===== config.mk =====
export PLATFORM = sky130hd
export DESIGN_NAME = eq_lock_ctrl
export DESIGN_NICKNAME = d
export VERILOG_FILES = /design/src/rtl/eq_lock_pkg.sv /design/src/rtl/eq_line_settle.sv /design/src/rtl/eq_loss_timer.sv /design/src/rtl/eq_inv_toggle.sv /design/src/rtl/eq_lock_ctrl.sv
export SDC_FILE = /design/constraint.sdc
export NUM_CORES = 1
export LEC_CHECK = 0
export ABC_AREA = 1
export BUFFER_PORTS_ARGS = -buffer_cell sky130_fd_sc_hd__buf_2
export CAP_MARGIN = 10
export CORE_MARGIN = 2
export CORE_UTILIZATION = 33
export DETAILED_ROUTE_END_ITERATION = 6
export PLACE_DENSITY_LB_ADDON = 0.3
export SYNTH_ARGS = -nofsm -noshare
export SYNTH_HDL_FRONTEND = slang
export SYNTH_SLANG_ARGS = --single-unit
export TNS_END_PERCENT = 10

===== constraint.sdc =====
create_clock -name clk -period 2.55 [get_ports clk]
set_input_delay 0.255 -clock clk [delete_from_list [all_inputs] [get_ports clk]]
set_output_delay 0.255 -clock clk [all_outputs]
set_load 0.005 [all_outputs]

===== src/rtl/eq_lock_pkg.sv =====
// Shared mode encoding for the equalizer lock-mode controller.
package eq_lock_pkg;
    typedef enum logic [1:0] {
        MODE_CONT      = 2'b00,
        MODE_HOLD_LOSS = 2'b01,
        MODE_HOLD_RST  = 2'b10,
        MODE_MANUAL    = 2'b11
    } eq_mode_e;
endpackage


===== src/rtl/eq_line_settle.sv =====
// Counts consecutive video lines without a setting change and flags lock.
// Assumes chg_valid is already gated by the adaptation enable; clear wins.
module eq_line_settle #(
    parameter int LOCK_LINES = 100
) (
    input  logic clk,
    input  logic rst_n,
    input  logic clear,
    input  logic line_stb,
    input  logic chg_valid,
    output logic locked
);
    localparam int CW = $clog2(LOCK_LINES + 1);
    localparam logic [CW-1:0] LIM    = CW'(LOCK_LINES);
    localparam logic [CW-1:0] LIM_M1 = CW'(LOCK_LINES - 1);

    logic [CW-1:0] cnt_q;

    // Advance the run length per line; a change or clear restarts it.
    always_ff @(posedge clk) begin
        if (!rst_n || clear) begin
            cnt_q  <= '0;
            locked <= 1'b0;
        end else if (line_stb) begin
            if (chg_valid) begin
                cnt_q  <= '0;
                locked <= 1'b0;
            end else if (cnt_q != LIM) begin
                cnt_q <= cnt_q + 1'b1;
                if (cnt_q == LIM_M1) begin
                    locked <= 1'b1;
                end
            end
        end
    end
endmodule


===== src/rtl/eq_loss_timer.sv =====
// Measures signal absence in millisecond ticks; flags the return of a
// signal after an absence of at least LOSS_MS+1 ticks.
module eq_loss_timer #(
    parameter int LOSS_MS = 1
) (
    input  logic clk,
    input  logic rst_n,
    input  logic sig_present,
    input  logic ms_tick,
    output logic back_after_loss
);
    localparam int LOSS_TICKS = LOSS_MS + 1;
    localparam int TW = $clog2(LOSS_TICKS + 1);
    localparam logic [TW-1:0] ARM_AT = TW'(LOSS_TICKS - 1);

    logic [TW-1:0] cnt_q;
    logic          armed_q;

    // Count ticks while absent; presence clears count and arm flag.
    always_ff @(posedge clk) begin
        if (!rst_n || sig_present) begin
            cnt_q   <= '0;
            armed_q <= 1'b0;
        end else if (ms_tick && !armed_q) begin
            cnt_q <= cnt_q + 1'b1;
            if (cnt_q == ARM_AT) begin
                armed_q <= 1'b1;
            end
        end
    end

    // Signal is back while the long-loss flag is still set.
    assign back_after_loss = sig_present && armed_q;
endmodule


===== src/rtl/eq_inv_toggle.sv =====
// Detects a full toggle of the polarity line: away from the level held at
// reset and back again. Assumes that level is the resting level.
module eq_inv_toggle (
    input  logic clk,
    input  logic rst_n,
    input  logic inv_eff,
    output logic toggle
);
    logic base_q;
    logic away_q;

    // Remember the resting level and whether the line has left it.
    always_ff @(posedge clk) begin
        if (!rst_n) begin
            base_q <= inv_eff;
            away_q <= 1'b0;
        end else if (!away_q && (inv_eff != base_q)) begin
            away_q <= 1'b1;
        end else if (away_q && (inv_eff == base_q)) begin
            away_q <= 1'b0;
        end
    end

    // Return to the resting level completes the toggle.
    assign toggle = away_q && (inv_eff == base_q);
endmodule


===== src/rtl/eq_lock_ctrl.sv =====
// Lock-mode controller for an adaptive equalizer. Chooses the restart source
// for the selected mode, gates adaptation, and drives the settled flag.
// Assumes line_stb, ms_tick and setting_chg are synchronous one-cycle pulses.
module eq_lock_ctrl
    import eq_lock_pkg::*;
#(
    parameter int LOCK_LINES = 100,
    parameter int LOSS_MS    = 1
) (
    input  logic       clk,
    input  logic       rst_n,
    input  logic       line_stb,
    input  logic       setting_chg,
    input  logic       sig_present,
    input  logic       ms_tick,
    input  logic       freeze_in,
    input  logic       inv_eff,
    input  logic [1:0] mode,
    output logic       locked,
    output logic       adapt_en,
    output logic       restart,
    output logic       manual_sel
);
    eq_mode_e mode_e;
    eq_mode_e mode_q;
    logic     leave_q;
    logic     inv_toggle;
    logic     loss_back;
    logic     restart_req;
    logic     frozen;
    logic     settle_clr;

    assign mode_e = eq_mode_e'(mode);

    // Track the previous mode and whether 10 was left for 00.
    always_ff @(posedge clk) begin
        if (!rst_n) begin
            mode_q  <= MODE_CONT;
            leave_q <= 1'b0;
        end else begin
            mode_q <= mode_e;
            if (mode_q == MODE_HOLD_RST && mode_e == MODE_CONT) begin
                leave_q <= 1'b1;
            end else if (mode_e != MODE_CONT) begin
                leave_q <= 1'b0;
            end
        end
    end

    // Pick the restart source allowed by the current mode.
    always_comb begin
        unique case (mode_e)
            MODE_CONT:      restart_req = inv_toggle;
            MODE_HOLD_LOSS: restart_req = loss_back;
            MODE_HOLD_RST:  restart_req = leave_q;
            default:        restart_req = 1'b0;
        endcase
    end

    // Register the restart request into a one-cycle pulse.
    always_ff @(posedge clk) begin
        if (!rst_n) begin
            restart <= 1'b0;
        end else begin
            restart <= restart_req;
        end
    end

    assign manual_sel = (mode_e == MODE_MANUAL);
    assign frozen     = locked && (mode_e == MODE_HOLD_LOSS || mode_e == MODE_HOLD_RST);
    assign adapt_en   = !manual_sel && !freeze_in && !frozen;
    assign settle_clr = restart_req || manual_sel;

    eq_line_settle #(.LOCK_LINES(LOCK_LINES)) u_settle (
        .clk       (clk),
        .rst_n     (rst_n),
        .clear     (settle_clr),
        .line_stb  (line_stb),
        .chg_valid (setting_chg && adapt_en),
        .locked    (locked)
    );

    eq_loss_timer #(.LOSS_MS(LOSS_MS)) u_loss (
        .clk             (clk),
        .rst_n           (rst_n),
        .sig_present     (sig_present),
        .ms_tick         (ms_tick),
        .back_after_loss (loss_back)
    );

    eq_inv_toggle u_inv (
        .clk     (clk),
        .rst_n   (rst_n),
        .inv_eff (inv_eff),
        .toggle  (inv_toggle)
    );
endmodule


Word-level counts from Yosys, hierarchy flattened
Index checks and enable logic that the tools add are counted.

$add $sub $neg: 2. Equal/unequal tests: 9. Multiplexer cells: 10. Reduce and logical (&&, ||, !) cells: 28.

Operators by type and width (number): two-way mux 7 bit (2); nonzero test 2 bit (5); logical AND 1 bit (9); adder 7 x 1 -> 7 bit (second input constant) (1); equality test 7 bit (second input constant) (1); two-way mux 1 bit (7); inequality test 7 bit (second input constant) (1); equality test 2 bit (second input constant) (3); logical NOT 1 bit (6); equality test 2 x 1 -> 1 bit (second input constant) (2); logical OR 1 bit (4); AND reduction 2 bit (2); one-hot mux 1 bit (3 select lines) (1); AND reduction 3 bit (1); adder 2 x 1 -> 2 bit (second input constant) (1); logical NOT 2 bit (1); equality test 1 bit (1); inequality test 1 bit (1).

Register bits after elaboration: 17. Input port bits: 10. Word-level logic and storage cells: 58.

Longest topological paths before layout
Depth after elaboration: 8. Gate-level depth with buffers: 10. Mapped depth without buffers: 10.

By module
Synthesis repeated with hierarchy kept, for this count alone.

Cells, all modules: 155. Area, all modules: 1041.0 um^2.

By module, submodules not included: eq_line_settle (times used 1, cells an instance 88, area each 543.0 um^2, seq. area each 160.2 um^2); eq_lock_ctrl (times used 1, cells an instance 34, area each 236.5 um^2, seq. area each 80.1 um^2); eq_loss_timer (times used 1, cells an instance 21, area each 146.4 um^2, seq. area each 60.1 um^2); eq_inv_toggle (times used 1, cells an instance 12, area each 115.1 um^2, seq. area each 50.0 um^2).

Least setup slack after synthesis
Ideal clock, no wire load.

Path type: register -> register. Start point: register u_inv.base_q. End point: register u_settle.cnt_q[1]. Setup time: 70 ps. Arrival time: 1287 ps. Required time: 2480 ps. Setup slack: 1193 ps. Cell stages (with the launch flop): 9. Period minus slack after synthesis: 1357 ps. Path through: edfxtp_1 xor2_1 inv_1 ha_1 nand2_1 nand3_1 nor3_2 inv_1 a21oi_1.

Word-level cells in the longest chain between the ends: 5.

Ends and longest elaborated chain: start, declared (line eq_inv_toggle.sv:9) `logic base_q;`; start signal, assigned (line eq_inv_toggle.sv:15) `base_q <= inv_eff;`; equality test 1 bit (line eq_inv_toggle.sv:25) `assign toggle = away_q && (inv_eff == base_q);`; logical AND 1 bit (line eq_inv_toggle.sv:25); one-hot mux 1 bit (3 select lines) (line eq_lock_ctrl.sv:52) `unique case (mode_e)`; logical OR 1 bit (line eq_lock_ctrl.sv:72) `assign settle_clr = restart_req || manual_sel;`; logical OR 1 bit (line eq_line_settle.sv:21) `if (!rst_n || clear) begin`; end signal, assigned (line eq_line_settle.sv:29) `cnt_q <= cnt_q + 1'b1;`; end, declared (line eq_line_settle.sv:17) `logic [CW-1:0] cnt_q;`.

Every way passes these cells. A chain may end at the register's enable or synchronous reset.

Worst setup path after layout
Same ends and word-level chain as after synthesis.

==> results.md <==
* Status: completed
* Crit path arrival time at 1.81 ns
* Die Y at 60.03 um
* Largest net degree at the start of global routing at 11
* Worst slew pin tran at 0.2682 ns
* Dpl cell area at 1149 sq um
* Number of buffers created by CTS at 3
* Synth Warn # at 0
* PortBufs at 13
* Syn Nets at 163
* CTS Sinks at 17
* CTS clk-pin slew, worst paths at 0.10 ns
* Post-CTS setup buffer count at 0
* Core Region at 3028 sq um
* Die Area at 3604 sq um
* Initial antenna violation count at 0
* Final std cell area, no fill at 1176 sq um
* CP Capture Type: register
* Sequential area share after synthesis at 33.82%
* Utilization after layout at 38.84%
* Die Wd at 60.03 um
* Final wirelength at 2002 um
* Max Cap Viol at 0
* WP data required at 2.77 ns
* Detailed-route DRC error count at 0
* Grt ovf at 0
* DR vias at 951
* GP Congestion at 0.8570
* Seq cells post-synth at 17
* Crit-path max FO at 6
* CP Launch Type: register
* Mapped cell area at 1036 sq um
* Leak pwr at 0.5540 nW
* Final setup vio count at 0
* Num ports at 14
* Period utilisation layout at 62.25%
* # nets final at 180
* Pwr Density at 439.2 nW/um^2
* Unrepaired setup endpoints after global routing: false
* Post-CTS resize count at 0
* HP Class: input pin to register
* DR WL/cell at 9.814 um
* Setup Total Neg Slack at 0 ns
* Post-route ant nets at 0
* Synth Area per Inst at 7.194 sq um
* Via density at 4.662
* GRT Util Overall at 12.60%
* Max-slew violations at 0
* Area contributors post-synth: dfxtp_1, ha_1, nand2_1
* Initial core utilization at 34.21%
* Minimum clock period at 1.587 ns
* Area share of the largest cell type after synthesis at 30.92%
* Worst skew pair latency at 0.29 ns
* Vias in the first global route at 871
* Mapped Cells at 144
* Largest area contributor in the netlist: dfxtp_1
* Standard-cell rows at 20
* Area delta synth->final at 13.53%
* First-pass iteration count of the detailed router at 4
* Layout cells sized above 1 at 18.75%
* Fmax at 629.9 MHz
* Global-route wire length before repair at 3470 um
* Initial DRC Count at 45
* Final hold vios at 0
* Clock buffer depth at 2
* Synth unique cells at 24
* Hold_buf cts at 0
* Relative slew slack at 82.09%
* Crit path kind: register to register
* # diodes at 0
* H-tree levels at 1
* VDD IR max at 0.0003142 V
* CTS Root Buffer Type: clkbuf_4
* Worst Skew at 0.005536 ns
* Dpl hpwl at 1667 um
* CTS tree: done
per-stage QoR:
step,setup slack (ns),hold WS [ns],instances,total power [W]
finish,0.9625,0.1428,204,0.0005165
floorplan,1.193,0.3343,144,0.0003514
global placement,0.9941,0.4470,200,0.0003774
detailed placement,1.005,0.4606,200,0.0003815
global route,0.7191,0.1545,204,0.0005493
CTS,0.9336,0.1437,204,0.0005216
final cells by class:
cell class	instances	area, sq um
Fill cell	320	1852
Timing Repair Buffer	13	65.06
Tap cell	44	55.05
Clock buffer	3	22.52
Clock inverter	1	5.005
Multi-Input combinational cell	98	568.0
Inverter	28	110.1
Sequential cell	17	350.3
critical path, stage by stage (launching register included):
cell,delay (ns)
edfxtp_1,0.40
xor2_1,0.21
inv_1,0.06
ha_1,0.17
nand2_1,0.08
nand3_1,0.09
nor3_2,0.19
inv_1,0.16
a21oi_1,0.16
kinds of logic after synthesis:
kind of cell	synth area share, %
and+or+nand+nor	32.49
buffers and inverters	11.35
AOI/OAI and AO/OA	9.783
DFF	33.82
adders and majority gates	10.87
xor gates and xnor gates	1.691
state kept, by name, indices dropped and copies added (netlist names):
| name | cells |
|---|---|
| u_loss.cnt_q | 2 |
| u_inv.base_q | 1 |
| restart | 1 |
| leave_q | 1 |
| u_settle.cnt_q | 7 |
| u_settle.locked | 1 |
| u_inv.away_q | 1 |
| mode_q | 2 |
| u_loss.armed_q | 1 |
path summary, 6_finish.rpt:
check                           depth (start not counted)                             end  slack [ns]                   start
worst max register to register                          8  u_settle.cnt_q[1]$_SDFFE_PP0P_        0.96  u_inv.base_q$_DFFE_PN_
worst max-delay path                                    8  u_settle.cnt_q[1]$_SDFFE_PP0P_        0.96  u_inv.base_q$_DFFE_PN_
worst min-delay path                                    2     u_loss.armed_q$_SDFFE_PP0P_        0.14             sig_present
worst min register to register                          2            leave_q$_SDFFE_PN0P_        0.48    mode_q[1]$_SDFF_PN0_
cells in the final DEF (no fill, tap or decap), drive strengths merged:
cell | synthesis | routed
inv | 27 | 27
clkinv | 1 | 2
nand2 | 34 | 34
ha | 9 | 9
nor3 | 2 | 2
clkbuf | 0 | 3
dfxtp | 16 | 16
nor2 | 13 | 13
o21bai | 1 | 1
nand3 | 17 | 17
buf | 1 | 13
a311oi | 1 | 1
o21ai | 5 | 5
edfxtp | 1 | 1
nand4 | 2 | 2
a21oi | 12 | 12
xor2 | 2 | 2
power by group:
part           switching (W)  internal [W]  leakage, nW  total (W)
clock              0.0000839     0.0000584       0.0177   0.000142
combinational      0.0000527     0.0000328        0.396  0.0000856
sequential        0.00000757      0.000281        0.140   0.000289
total               0.000144      0.000372        0.554   0.000516
per-layer routing:
metal	global-route usage [%]	vias up	share of wire, %
li1	-	489	-
met2	23.76	29	51
met3	1.515	4	5.5
met4	4.762	0	1.2
met1	14.17	429	43
met5	0	-	0
cells in the mapped netlist:
library cell,number
nand2_4,3
o21ai_1,4
clkinv_4,1
nand2_1,30
dfxtp_1,16
o21ai_0,1
o21bai_1,1
inv_2,4
nor2_2,1
nand2_2,1
buf_4,1
ha_1,9
nor3_2,1
xor2_1,2
nor2_4,1
edfxtp_1,1
nand3_4,1
nand4_1,2
inv_1,23
a311oi_1,1
nor2_1,11
a21oi_1,12
nand3_1,16
nor3_1,1
Note: power is estimated with default switching activity, not from simulation.
